## config.mk

```make
export PLATFORM = sky130hd
export DESIGN_NAME = tmr_chan
export DESIGN_NICKNAME = d
export VERILOG_FILES = /design/src/rtl/tmr_chan_pkg.sv /design/src/rtl/tmr_chan_cfg.sv /design/src/rtl/tmr_chan_cmp.sv /design/src/rtl/tmr_chan_irq.sv /design/src/rtl/tmr_chan.sv
export SDC_FILE = /design/constraint.sdc
export NUM_CORES = 1
export LEC_CHECK = 0
export ABC_AREA = 1
export BUFFER_PORTS_ARGS = -buffer_cell sky130_fd_sc_hd__buf_2
export CORE_UTILIZATION = 30
export CTS_BUF_LIST = sky130_fd_sc_hd__clkbuf_16
export CTS_CLUSTER_DIAMETER = 150
export DETAILED_ROUTE_END_ITERATION = 6
export PLACE_DENSITY = 0.54
export RECOVER_POWER = 50
export SYNTH_ARGS = -nofsm -noshare
export SYNTH_HDL_FRONTEND = slang
export SYNTH_HIERARCHICAL = 1
export SYNTH_SLANG_ARGS = --single-unit
```

## constraint.sdc

```tcl
create_clock -name clk -period 3.9 [get_ports clk]
set_input_delay 0.195 -clock clk [delete_from_list [all_inputs] [get_ports clk]]
set_output_delay 0.195 -clock clk [all_outputs]
set_load 0.03 [all_outputs]
```

## src/rtl/tmr_chan_pkg.sv

```systemverilog
// Package: bit positions and the decoded-field type for the timer channel.
package tmr_chan_pkg;
    localparam int B_LVL  = 1;
    localparam int B_IEN  = 2;
    localparam int B_PER  = 3;
    localparam int B_PCAP = 4;
    localparam int B_SIZE = 5;
    localparam int B_VSET = 6;
    localparam int B_M32  = 8;
    localparam int B_RTLO = 9;
    localparam int RTW    = 5;
    localparam int B_MEN  = 14;
    localparam int B_MCAP = 15;
    localparam logic [63:0] WR_MASK = 64'h0000_0000_0000_7E4E;

    typedef struct packed {
        logic           lvl;
        logic           ien;
        logic           per;
        logic           vset;
        logic           msg;
        logic [RTW-1:0] route;
    } cfg_f_t;

    function automatic cfg_f_t decode(input logic [63:0] c);
        cfg_f_t f;
        f.lvl   = c[B_LVL];
        f.ien   = c[B_IEN];
        f.per   = c[B_PER];
        f.vset  = c[B_VSET];
        f.msg   = c[B_MEN] & c[B_MCAP];
        f.route = c[B_RTLO +: RTW];
        return f;
    endfunction
endpackage

```

## src/rtl/tmr_chan_cfg.sv

```systemverilog
// Configuration register of one channel.
// Merges writable fields per 32-bit strobe and keeps read-only capability
// bits. Replaces an unallowed route with 0 and self-clears value-set on
// comparator writes. Assumes cfg and comparator writes never share a cycle.
module tmr_chan_cfg
    import tmr_chan_pkg::*;
#(
    parameter logic [31:0] ALLOWED = 32'hFF00_0000
) (
    input  logic        clk,
    input  logic        rst_n,
    input  logic        cfg_we,
    input  logic        cmp_we,
    input  logic [1:0]  wstrb,
    input  logic [63:0] wdata,
    output logic [63:0] cfg_q,
    output cfg_f_t      cur_f,
    output cfg_f_t      nxt_f
);
    localparam logic [63:0] RST_CFG = {ALLOWED, 16'h0000, 16'h8010};

    logic [63:0] lane_m;
    logic [63:0] merged;

    // Build the candidate value of a write, with route validation.
    always_comb begin
        lane_m = {{32{wstrb[1]}}, {32{wstrb[0]}}} & WR_MASK;
        merged = (cfg_q & ~lane_m) | (wdata & lane_m);
        if (merged[B_RTLO +: RTW] != '0 && !ALLOWED[merged[B_RTLO +: RTW]])
            merged[B_RTLO +: RTW] = '0;
    end

    assign cur_f = decode(cfg_q);
    assign nxt_f = decode(merged);

    // Register update: write, value-set self-clear, reset.
    always_ff @(posedge clk) begin
        if (!rst_n)      cfg_q <= RST_CFG;
        else if (cfg_we) cfg_q <= merged;
        else if (cmp_we) cfg_q[B_VSET] <= 1'b0;
    end

    AST_ROUTE_LEGAL: assert property (@(posedge clk) disable iff (!rst_n)
        cfg_q[B_RTLO +: RTW] == '0 || ALLOWED[cfg_q[B_RTLO +: RTW]]);
    AST_RO_KEEP: assert property (@(posedge clk) disable iff (!rst_n)
        cfg_q[63:32] == ALLOWED && cfg_q[B_PCAP] && cfg_q[B_MCAP]
        && !cfg_q[B_M32] && !cfg_q[B_SIZE]);
    AST_VSET_CLR: assert property (@(posedge clk) disable iff (!rst_n)
        cmp_we && !cfg_we |=> !cfg_q[B_VSET]);
endmodule

```

## src/rtl/tmr_chan_cmp.sv

```systemverilog
// Comparator and period of one channel.
// Applies the periodic and one-shot write rules, detects a match on a counter
// step, and reloads the comparator on a periodic fire. Assumes at most one
// counter step per cycle.
module tmr_chan_cmp
    import tmr_chan_pkg::*;
#(
    parameter int CW = 32
) (
    input  logic          clk,
    input  logic          rst_n,
    input  cfg_f_t        cur_f,
    input  cfg_f_t        nxt_f,
    input  logic          cfg_we,
    input  logic          cmp_we,
    input  logic [CW-1:0] wval,
    input  logic [CW-1:0] count,
    input  logic          step,
    input  logic          glb_en,
    output logic [CW-1:0] cmp_q,
    output logic [CW-1:0] period_q,
    output logic          fire
);
    logic active;

    // Match detection, at most once per counter step.
    always_comb begin
        active = cur_f.ien | cur_f.per;
        fire   = step & glb_en & active & (count == cmp_q);
    end

    // Comparator update: writes, periodic reload.
    always_ff @(posedge clk) begin
        if (!rst_n) begin
            cmp_q <= '1;
        end else if (cmp_we) begin
            if (!cur_f.per || cur_f.vset) cmp_q <= wval;
        end else if (fire && cur_f.per) begin
            cmp_q <= cmp_q + period_q;
        end
    end

    // Period update: periodic writes load it, one-shot forces zero.
    always_ff @(posedge clk) begin
        if (!rst_n)                     period_q <= '0;
        else if (cmp_we)                period_q <= cur_f.per ? wval : '0;
        else if (cfg_we && !nxt_f.per)  period_q <= '0;
    end

    AST_ONESHOT_ZERO_PERIOD: assert property (@(posedge clk) disable iff (!rst_n)
        !cur_f.per |-> period_q == '0);
    AST_PER_ADVANCE: assert property (@(posedge clk) disable iff (!rst_n)
        fire && cur_f.per && !cmp_we |=> cmp_q == $past(cmp_q) + $past(period_q));
    AST_NO_FIRE_DISABLED: assert property (@(posedge clk) disable iff (!rst_n)
        !glb_en || !step |-> !fire);
endmodule

```

## src/rtl/tmr_chan_irq.sv

```systemverilog
// Interrupt delivery of one channel.
// Chooses message, edge or level from the configuration, holds the level
// status until it is cleared, and drops it on relevant reconfiguration.
// Assumes a status clear and a fire never share a cycle.
module tmr_chan_irq
    import tmr_chan_pkg::*;
(
    input  logic        clk,
    input  logic        rst_n,
    input  cfg_f_t      cur_f,
    input  cfg_f_t      nxt_f,
    input  logic        cfg_we,
    input  logic        fire,
    input  logic        sts_clr,
    input  logic [63:0] msg_reg,
    output logic        sts_q,
    output logic        irq_line,
    output logic        msg_req,
    output logic [31:0] msg_addr,
    output logic [31:0] msg_data
);
    logic fire_irq;
    logic routed;
    logic chg_clr;
    logic pulse_q;

    // Classify the fire and work out the reconfiguration clear.
    always_comb begin
        fire_irq = fire & cur_f.ien;
        routed   = cur_f.route != '0;
        chg_clr  = cfg_we && sts_q &&
                   (!routed || !nxt_f.ien || nxt_f.msg || !nxt_f.lvl
                    || nxt_f.route != cur_f.route);
    end

    // Message request and edge pulse, one cycle each.
    always_ff @(posedge clk) begin
        if (!rst_n) begin
            msg_req  <= 1'b0;
            pulse_q  <= 1'b0;
            msg_addr <= '0;
            msg_data <= '0;
        end else begin
            msg_req <= fire_irq & cur_f.msg;
            pulse_q <= fire_irq & !cur_f.msg & !cur_f.lvl & routed;
            if (fire_irq && cur_f.msg) begin
                msg_addr <= msg_reg[63:32];
                msg_data <= msg_reg[31:0];
            end
        end
    end

    // Level status: set on fire, held while set, cleared by software or reconfig.
    always_ff @(posedge clk) begin
        if (!rst_n)                 sts_q <= 1'b0;
        else if (chg_clr || sts_clr) sts_q <= 1'b0;
        else if (fire_irq && !cur_f.msg && cur_f.lvl && routed) sts_q <= 1'b1;
    end

    assign irq_line = sts_q | pulse_q;

    AST_MSG_EXCL: assert property (@(posedge clk) disable iff (!rst_n)
        !(msg_req && irq_line));
    AST_LEVEL_HOLD: assert property (@(posedge clk) disable iff (!rst_n)
        sts_q && !sts_clr && !cfg_we |=> sts_q);
    AST_STS_CLEAR: assert property (@(posedge clk) disable iff (!rst_n)
        sts_clr && !fire |=> !sts_q);
    AST_IEN_QUIET: assert property (@(posedge clk) disable iff (!rst_n)
        fire && !cur_f.ien |=> !msg_req && !pulse_q);
endmodule

```

## src/rtl/tmr_chan.sv

```systemverilog
// Top of one event-timer comparator channel.
// Ties together configuration, comparator and interrupt delivery, and holds
// the message register. The main counter and bus decoding live outside.
module tmr_chan
    import tmr_chan_pkg::*;
#(
    parameter int          CW      = 32,
    parameter logic [31:0] ALLOWED = 32'hFF00_0000
) (
    input  logic          clk,
    input  logic          rst_n,
    input  logic [CW-1:0] count_i,
    input  logic          count_step_i,
    input  logic          glb_en_i,
    input  logic          cfg_we_i,
    input  logic          cmp_we_i,
    input  logic          msg_we_i,
    input  logic [1:0]    wstrb_i,
    input  logic [63:0]   wdata_i,
    input  logic          sts_clr_i,
    output logic [63:0]   cfg_o,
    output logic [CW-1:0] cmp_o,
    output logic [CW-1:0] period_o,
    output logic [63:0]   msg_o,
    output logic          sts_o,
    output logic          irq_line_o,
    output logic [RTW-1:0] irq_route_o,
    output logic          msg_req_o,
    output logic [31:0]   msg_addr_o,
    output logic [31:0]   msg_data_o
);
    cfg_f_t cur_f;
    cfg_f_t nxt_f;
    logic   fire;

    tmr_chan_cfg #(.ALLOWED(ALLOWED)) u_cfg (
        .clk(clk), .rst_n(rst_n), .cfg_we(cfg_we_i), .cmp_we(cmp_we_i),
        .wstrb(wstrb_i), .wdata(wdata_i), .cfg_q(cfg_o),
        .cur_f(cur_f), .nxt_f(nxt_f)
    );

    tmr_chan_cmp #(.CW(CW)) u_cmp (
        .clk(clk), .rst_n(rst_n), .cur_f(cur_f), .nxt_f(nxt_f),
        .cfg_we(cfg_we_i), .cmp_we(cmp_we_i), .wval(wdata_i[CW-1:0]),
        .count(count_i), .step(count_step_i), .glb_en(glb_en_i),
        .cmp_q(cmp_o), .period_q(period_o), .fire(fire)
    );

    tmr_chan_irq u_irq (
        .clk(clk), .rst_n(rst_n), .cur_f(cur_f), .nxt_f(nxt_f),
        .cfg_we(cfg_we_i), .fire(fire), .sts_clr(sts_clr_i), .msg_reg(msg_o),
        .sts_q(sts_o), .irq_line(irq_line_o), .msg_req(msg_req_o),
        .msg_addr(msg_addr_o), .msg_data(msg_data_o)
    );

    // Message register, written per 32-bit half.
    always_ff @(posedge clk) begin
        if (!rst_n) msg_o <= '0;
        else if (msg_we_i) begin
            if (wstrb_i[0]) msg_o[31:0]  <= wdata_i[31:0];
            if (wstrb_i[1]) msg_o[63:32] <= wdata_i[63:32];
        end
    end

    assign irq_route_o = cur_f.route;
endmodule

```

==> summary.md, run 1 <==
| Metric | Value |
|---|---|
| Setup Skew | 0.0201 ns |
| Die Ht | approximately 200 um |
| DR pass1 iterations | 5 |
| GRT Total Usage | between 20% and 30% |
| Core Box Area | just under 40,000 um^2 |
| P_leak | 7.67 nW |
| Most frequent cells in the layout | 621 x nand2_1, 326 x inv_1, 205 x dfxtp_1, 203 x nor2_1, 180 x buf_2 |
| IO Pins | 370 |
| Fin nets | between 2,000 and 2,500 |
| Finish-stage setup viols | 0 |
| Final Non-Filler Cells | 2,815 |
| Die width | 202 um |
| Clock buffer depth | 3 |
| Setup TNS | 0 ns |
| CP arrival | 3.38 ns |
| Root buffer cell | clkbuf_16 |
| Gpl congestion | approximately 0.94 |
| Minimum clock period | 2.92 ns |
| Endpoint class of the critical path | flip-flop |
| CP Launch Type | primary input |
| Area post-placement | 13,600 um^2 |
| Pwr/cell area | 407 nW/um^2 |
| Wire per inst | 16.0 um |
| Vias in the first global route | 11,500 |
| HP Class | primary input to flip-flop |
| Via count | about 13,000 |
| RSZ-0062 raised after global routing | false |
| Final period util | 74.9% |
| Cell Area, Synth | roughly 12,000 um^2 |
| Vias/cell | 4.52 |
| Hold slack | 0.0234 ns |
| Post-route cell area | 14,900 um^2 |
| CP Max Fanout | 75 |
| Worst hold path startpoint | wdata_i[15] |
| Final hold violations | 0 |
| Inst Count DP | 2,711 |
| Hold depth | 3 |
| Clock sinks | 205 |
| Drt total wl | ~45,000 um |
| Most common cell after layout, fill and taps aside | nand2_1 |
| Reg2reg start | u_cmp/cmp_q[24] |
| Worst Tran Pin Value | between 2 and 3 ns |
| Number of buffers added on ports | 315 |
| Failing checks | capacitance limit, slew limit |
| Clk_lat worst skew | 0.56 ns |
| Pin count of the biggest net entering global routing | 86 |
| Peak supply drop | 0.331 mV |
| CTS tree | built |
| Slew HR | -99.6% |
| # DRC | 0 |
| Die area | 41,000 um^2 |
| Layout cell share with drive strength beyond 1 | 10.6% |
| Num CTS Buffers | 26 |
| Clk slew on worst S/H paths | 0.06 ns |
| Syn Inst Count | 1,946 |
| ANT nets after route | 0 |
| Worst reg2reg setup slack | 1.03 ns |
| Total grt overflow | 0 |
| FF-to-FF path depth | 9 |
| Hold Crit Endpoint | msg_o[15] |
| WS Path Type | primary input to flip-flop |
| Slew Limit Fails | 198 |
| Site Rows | 73 |
| Fin util | 37.5% |
| Placed wire-length estimate | between 30,000 and 40,000 um |
| Initial cell density of the core | 30.4% |
| Maxcap violations | 3 |
| Status | finished with violations |
| CP Data Required Time | 4.36 ns |
| First-pass GRT wire length | 67,600 um |
| Synth Area per Inst | 6.19 um^2 |
| H-tree depth | 1 |
| Iteration-0 DRC Markers | between 900 and 1,000 |
| Synth Warn # | 6 |
| Fmax | around 340 MHz |
| Syn-to-layout area delta | 23.2% |
| R2r endpoint | u_irq/msg_data[23] |
| Fill cell count | 4,452 |
| Initial antenna violation count | 4 |
## final cells by class
cell class | count | area [um^2] | area share [%]
antenna | 1 | 2.50 | 0.0168
clock buffer | 26 | 651 | 4.38
clock inverter | 19 | 175 | 1.18
inverter | 325 | 1220 | 8.21
multi-input combinational | 1331 | 5980 | 40.2
sequential | 205 | 4100 | 27.6
tap | 525 | 657 | 4.42
timing repair buffer | 383 | 2070 | 13.9
## power by group
| part | switching [mW] | internal, mW | leakage [nW] |
|---|---|---|---|
| clock network | 0.970 | 1.40 | 0.415 |
| logic | 0.971 | 0.409 | 5.58 |
| registers | 0.111 | 2.19 | 1.68 |
| total | 2.05 | 4.00 | 7.67 |
## registers in the layout (all words and copies together) (netlist names)
signal / cells
u_cmp/cmp_q: 32
u_cfg/cfg_q: 10
u_irq/msg_addr: 32
u_irq/msg_req: 1
msg_o: 64
u_cmp/period_q: 32
u_irq/sts_q: 1
u_irq/msg_data: 32
u_irq/pulse_q: 1
## metrics by stage
step / total power [mW] / setup WS (ns)
after floorplan: 3.29 / 1.87
after global placement: 3.66 / 1.15
after detailed placement: 3.67 / 1.04
after CTS: 6.12 / 1.02
after global routing: 6.37 / 0.492
final: 6.05 / 0.980
## critical path, stage by stage
cell and delay [ns]:
buf_4 0.39, clkbuf_1 2.16, o21ai_0 0.35, a21oi_1 0.25
## worst max-delay path by stage
stage	end	start	slack, ns	cells past startpoint
4_1_cts	u_irq/msg_addr[10]	u_cmp/cmp_q[4]	1.02	9
3_5_place_dp	u_irq/msg_addr[5]	u_cmp/cmp_q[4]	1.04	9
2_1_floorplan	u_irq/msg_addr[22]	u_cfg/cfg_q[3]	1.87	13
3_3_place_gp	u_irq/msg_addr[19]	u_cmp/cmp_q[4]	1.15	9
5_1_grt	u_irq/msg_addr[20]	rst_n	0.49	4
6_report	u_irq/msg_addr[20]	rst_n	0.98	4
## per-layer routing
| layer | vias up | global-route usage (%) | share of wire (%) |
|---|---|---|---|
| met5 | - | 0 | 0 |
| li1 | 6482 | - | - |
| met4 | 0 | 6.44 | 2.9 |
| met2 | 502 | 34.3 | 44 |
| met3 | 69 | 3.63 | 7.8 |
| met1 | 5664 | 28.8 | 45 |
## repair_timing
item                                    in CTS  in global routing
buffers inserted                             0                  0
gates resized for setup                      0                  0
hold buffers                                58                  0
hold endpoints to repair                    89                  0
endpoints found under the setup margin       0                  0
Note: power is estimated with default switching activity, not from simulation.
==> run 2: changes to the inputs <==
==> constraint.sdc (replaced) <==
create_clock -name clk -period 2.7 [get_ports clk]
set_input_delay 0.135 -clock clk [delete_from_list [all_inputs] [get_ports clk]]
set_output_delay 0.135 -clock clk [all_outputs]
set_load 0.03 [all_outputs]
==> run 2 against run 1 <==
  * The run still ends with capacitance limit, slew limit left
  * Final cell count grew 0.67%
  * Cell area is 1.5% higher
  * Clock power up 60%
  * Hold slack improved by 0.086 ns
  * Register-to-register slack worse by 0.76 ns
  * Routed wire length grew 1.6%
  * Core utilization grew 0.57 points
  * Non-clock buffer count increased by 10
  * First-iteration DRC count grew 22%
  * Critical path type is now flip-flop to flip-flop
  * Critical endpoint is now u_irq/msg_addr[12]
  * Largest cell class unchanged
==> summary.md, run 2 (same netlist as run 1, synthesis figures left out) <==
| Metric | Value |
|---|---|
| Status | finished with violations |
| Failing checks | capacitance limit, slew limit |
| Setup Skew | 0.0141 ns |
| Iteration-0 DRC Markers | around 1,100 |
| R2r endpoint | u_irq/msg_addr[12] |
| IO Pins | 370 |
| Levels on crit path | 9 |
| Setup bufs post-CTS | 0 |
| P_leak | 7.78 nW |
| CP Launch Type | flip-flop |
| CP cell instances | xnor2_1 -> nand3_1 -> nor4_1 -> nand2_1 -> nor2_1 -> nand3_4 -> buf_12 -> o21ai_0 -> a21oi_1 |
| Clk slew on worst S/H paths | approximately 0.070 ns |
| Sw frac | 33.7% |
| Drt total wl | between 40,000 and 50,000 um |
| Final hold violations | 0 |
| H-tree depth | 1 |
| Fmax | ~400 MHz |
| Endpoint class of the critical path | flip-flop |
| Sw power | 3.07 mW |
| Most frequent cells in the layout | 622 x nand2_1, 326 x inv_1, 205 x dfxtp_1, 203 x nor2_1, 177 x buf_2 |
| Clock sinks | 205 |
| Final Non-Filler Cells | 2,834 |
| CP arrival | 2.87 ns |
| Area post-placement | 13,700 um^2 |
| Post-Route M1 WL | 20,200 um |
| Most flops, register | msg_o |
| Combinational power share | 21.9% |
| Syn-to-layout area delta | 25.1% |
| CP max-delay cell | xnor2_1 |
| Pin count of the biggest net entering global routing | 168 |
| First-pass GRT wire length | 68,700 um |
| CP Max Fanout | 129 |
| Setup TNS | 0 ns |
| # DRC | 0 |
| Root buffer cell | clkbuf_16 |
| Die Ht | 202 um |
| Largest stage delay, worst path | 0.42 ns |
| Max reg flops | 64 |
| Layout cell share with drive strength beyond 1 | 10.7% |
| Site Rows | 73 |
| Initial cell density of the core | 30.4% |
| CP Data Required Time | around 3.1 ns |
| Number of buffers added on ports | ~320 |
| Gpl congestion | about 0.94 |
| Critical path origin | u_cmp/cmp_q[24] |
| Maxcap violations | 2 |
| Critical Path Sink | u_irq/msg_addr[12] |
| Minimum clock period | 2.43 ns |
| Peak supply drop | approximately 0.50 mV |
| Met2 WL | 20,500 um |
| HP Class | primary input to flip-flop |
| Worst path bufs/invs | 1 |
| Clock buffer depth | 3 |
| Finish-stage setup viols | 0 |
| Met3 wire length | 3840 um |
| Fin nets | ~2,400 |
| Internal power | between 6 and 7 mW |
| FF-to-FF path depth | 9 |
| Placed wire-length estimate | 34,200 um |
| Clock power share | 41.7% |
| Vias/cell | 4.51 |
| Highest metal used | met5 |
| Die area | 41,000 um^2 |
| Delay-heaviest family, CP | simple AND/OR/NAND/NOR gates |
| Hold-fix buffers at CTS | 66 |
| Post_cts resized | 0 |
| Via count | 12,800 |
| Vias in the first global route | ~11,000 |
| CTS tree | built |
| Pwr/cell area | 605 nW/um^2 |
| Sequential share of power | 36.4% |
| Post-layout power | 9.13 mW |
| DR pass1 iterations | 5 |
| Initial antenna violation count | 7 |
| ANT nets after route | 0 |
| Wire per inst | between 15 and 20 um |
| Worst Tran Pin Value | about 2.1 ns |
| GRT Total Usage | around 22% |
| Clk_lat worst skew | ~0.57 ns |
| Sequential cell area | 4100 um^2 |
| Num CTS Buffers | 27 |
| Slew HR | -38.6% |
| Die width | ~200 um |
| Most common cell after layout, fill and taps aside | nand2_1 |
| Post-route cell area | 15,100 um^2 |
| WS Path Type | flip-flop to flip-flop |
| RSZ-0062 raised after global routing | false |
| Worst reg2reg setup slack | 0.27 ns |
| Inst Count DP | 2,713 |
| Reg2reg start | u_cmp/cmp_q[24] |
| Area taken by multi-input logic gates | around 6000 um^2 |
| Slew Limit Fails | approximately 120 |
| Fill cell count | 4,384 |
| Core Box Area | 39,600 um^2 |
| Final period util | about nine tenths |
| Total grt overflow | 0 |
## run 2: cell count changes in the layout (fill, tap and decap cells not counted), moves of 2 or more
cell,delta
dlygate4sd3_1,+8
diode_2,+4
buf_2,-3
buf_12,+2
bufinv_16,+2
## run 2: cell type report
type | instances | area share, %
multi-input combinational | 1331 | 39.6
sequential | 205 | 27.2
timing repair buffer | 393 | 14.5
inverter | 325 | 8.09
clock buffer | 27 | 4.48
tap | 525 | 4.35
clock inverter | 23 | 1.65
antenna | 5 | 0.0829
## run 2: power by group through the flow
stage               clock, mW  combinational [mW]  sequential (mW)
floorplan                   0                1.16             3.59
global placement            0                1.91             3.39
detailed placement          0                1.92             3.39
CTS                      3.92                2.00             3.32
global route             4.05                2.22             3.34
finish                   3.80                2.00             3.32
## run 2: worst min-delay path by stage
stage | startpoint | end | slack (ns) | depth (start not counted)
2_1_floorplan | rst_n | u_cfg/cfg_q[6] | 0.26 | 2
3_3_place_gp | wdata_i[60] | msg_o[60] | 0.35 | 3
3_5_place_dp | wdata_i[46] | msg_o[46] | 0.36 | 3
4_1_cts | cmp_we_i | u_cmp/period_q[21] | 0.06 | 3
5_1_grt | cmp_we_i | u_cmp/period_q[31] | 0.09 | 3
6_report | cmp_we_i | u_cmp/period_q[29] | 0.11 | 3
## run 2: worst reg2reg max path, delay by kind of cell, from the launching register on
family	cells	cell delay [ns]
compound gates	2	0.41
buf+inv	1	0.23
xor+xnor	1	0.42
flops	1	0.38
simple gates	5	0.85
## run 2: stage by stage
step / utilization, % / setup slack [ns] / hold WS [ns]
3_5_place_dp: 34.5 / 0.384 / 0.361
3_3_place_gp: 34.5 / 0.358 / 0.355
6_report: 38.1 / 0.266 / 0.109
4_1_cts: 38.5 / 0.372 / 0.0567
5_1_grt: 38.0 / 0.0362 / 0.0878
2_1_floorplan: - / 0.666 / 0.258
## run 2: routing by layer
layer	GRT usage (%)	vias to the layer above
li1	-	6517
met1	29.3	5698
met2	34.7	498
met3	4.33	58
met4	6.44	4
met5	0	-
==> run 3: changes to the inputs <==
==> constraint.sdc (replaced) <==
create_clock -name clk -period 2.3 [get_ports clk]
set_input_delay 0.115 -clock clk [delete_from_list [all_inputs] [get_ports clk]]
set_output_delay 0.115 -clock clk [all_outputs]
set_load 0.03 [all_outputs]
==> run 3 against run 2 <==
  * The run ends with DRC left
  * Clock skew hardly changed
  * Fmax is 12% higher
  * Critical path depth rose by 3
  * Routed wire length up 3.6%
  * Count of clock-buffer cells in the layout down 1
==> summary.md, run 3 (same netlist as run 1, synthesis figures left out) <==
| Metric | Value |
|---|---|
| Pin count of the biggest net entering global routing | 107 |
| Iteration-0 DRC Markers | 898 |
| GRT Total Usage | 22.3% |
| Layout cell share with drive strength beyond 1 | 13.0% |
| CTS tree | built |
| # DRC | 2 |
| Finish-stage setup viols | 0 |
| Gpl congestion | around 0.95 |
| Slew Limit Fails | 0 |
| Pwr/cell area | approximately 680 nW/um^2 |
| P_leak | 7.88 nW |
| Initial antenna violation count | 3 |
| Vias in the first global route | ~12,000 |
| Initial cell density of the core | 30.4% |
| Most frequent cells in the layout | 619 x nand2_1, 325 x inv_1, 200 x dfxtp_1, 198 x nor2_1, 180 x buf_2 |
| Worst Tran Pin Value | 1.20 ns |
| Vias/cell | 4.54 |
| CP Data Required Time | ~2.8 ns |
| Syn-to-layout area delta | 27.5% |
| H-tree depth | 1 |
| ANT nets after route | 0 |
| Clock buffer depth | 3 |
| Maxcap violations | 0 |
| Num CTS Buffers | 26 |
| Setup Skew | around 0.014 ns |
| Setup TNS | 0 ns |
| Final period util | 94.8% |
| Fin nets | 2,451 |
| DR pass1 iterations | 7 |
| Endpoint class of the critical path | flip-flop |
| Minimum clock period | 2.18 ns |
| Final worst slack | 0.119 ns |
| CP max-delay cell | dfxtp_1 |
| Slew HR | 19.7% |
| Placed wire-length estimate | ~36,000 um |
| Die width | 202 um |
| IO Pins | 370 |
| Setup bufs post-CTS | 0 |
| CP arrival | 2.69 ns |
| Clk slew on worst S/H paths | approximately 0.060 ns |
| Max reg flops | 64 |
| Most flops, register | msg_o |
| Post-Place Worst Slack | 0.0387 ns |
| WS Path Type | flip-flop to flip-flop |
| HP Class | primary input to flip-flop |
| First-pass GRT wire length | 70,200 um |
| Most common cell after layout, fill and taps aside | nand2_1 |
| Levels on crit path | 12 |
| FF-to-FF path depth | 12 |
| CP cell instances | ha_1 -> nand2_1 -> inv_1 -> nand2_1 -> nand2_1 -> inv_1 -> nand3_1 -> nand2_1 -> a21oi_1 -> o21ai_1 -> nand2_1 -> nand2_1 |
| Failing checks | DRC |
| Core Box Area | roughly 40,000 um^2 |
| Largest stage delay, worst path | ~0.45 ns |
| Site Rows | 73 |
| Total grt overflow | 0 |
| Most used cell, CP | nand2_1 |
| Peak supply drop | 0.627 mV |
| Delay-heaviest family, CP | simple AND/OR/NAND/NOR gates |
| Final hold violations | 0 |
| Die area | approximately 40,000 um^2 |
| Root buffer cell | clkbuf_16 |
| Wire per inst | 16.6 um |
| Fmax | approximately 460 MHz |
| CP Max Fanout | 5 |
| Clock sinks | 205 |
| Drt total wl | 47,300 um |
| CP Launch Type | flip-flop |
| Number of buffers added on ports | 315 |
| Via count | 13,000 |
| Clk_lat worst skew | around 0.56 ns |
| Status | finished with violations |
| Hold depth | 4 |
| Worst path bufs/invs | 2 |
| Die Ht | roughly 200 um |
run 3: changes by cell type in the layout (fill, tap and decap cells not counted), moves of 5 or more:
cell	previous run	this run
nor2_1	203	198
ha_4	0	5
buf_4	9	32
ha_2	0	8
dfxtp_1	205	200
ha_1	31	18
dfxtp_2	0	5
run 3: metal layers:
layer | up-vias | share of wire (%) | track usage [%]
met2 | 477 | 45 | 36.0
met4 | 0 | 2.3 | 5.83
met5 | - | 0 | 0
met1 | 5859 | 45 | 30.3
li1 | 6581 | - | -
met3 | 58 | 7.6 | 4.06
run 3: what timing repair did:
action	4_1_cts	5_1_grt
resized for setup	0	37
hold buffers	69	0
endpoints found under the hold margin	129	0
setup endpoints to repair	0	70
run 3: cell type report:
class | instances | area (um^2)
fill | 4426 | 24300
timing repair buffer | 424 | 2440
clock buffer | 26 | 651
sequential | 205 | 4110
multi-input combinational | 1331 | 6110
tap | 525 | 657
antenna | 2 | 5.00
clock inverter | 19 | 178
inverter | 325 | 1220
run 3: stage by stage:
stage	hold WS, ns	total power [mW]	utilization (%)	cells	cell area (um^2)
after global routing	0.0878	11.0	38.8	2856	15400
after floorplan	0.238	5.57	-	1998	12300
after CTS	0.0456	10.5	38.9	2855	15400
final	0.0639	10.5	38.8	2857	15400
after detailed placement	0.342	6.34	35.1	2741	13900
after global placement	0.337	6.33	35.1	2741	13900
run 3: worst reg2reg max path: cells and delay by family, from the launching register on:
family	cells	cell delay [ns]
AND/OR/NAND/NOR	7	0.89
AO/OA/AOI/OAI	2	0.34
buffers and inverters	2	0.12
adder cells (fa/ha/maj)	1	0.33
flip-flops	1	0.45
run 3: final timing paths:
kind | from | to | slack [ns]
worst min-delay path | msg_we_i | msg_o[3] | 0.06
worst min register to register | u_irq/msg_data[26] | u_irq/msg_data[26] | 0.44
worst max register to register | u_cmp/cmp_q[9] | u_cmp/cmp_q[18] | 0.12
worst max-delay path | u_cmp/cmp_q[9] | u_cmp/cmp_q[18] | 0.12
run 3: power by group:
group	internal [mW]	switching, mW
combinational	0.779	1.74
sequential	3.71	0.181
clock	2.38	1.68
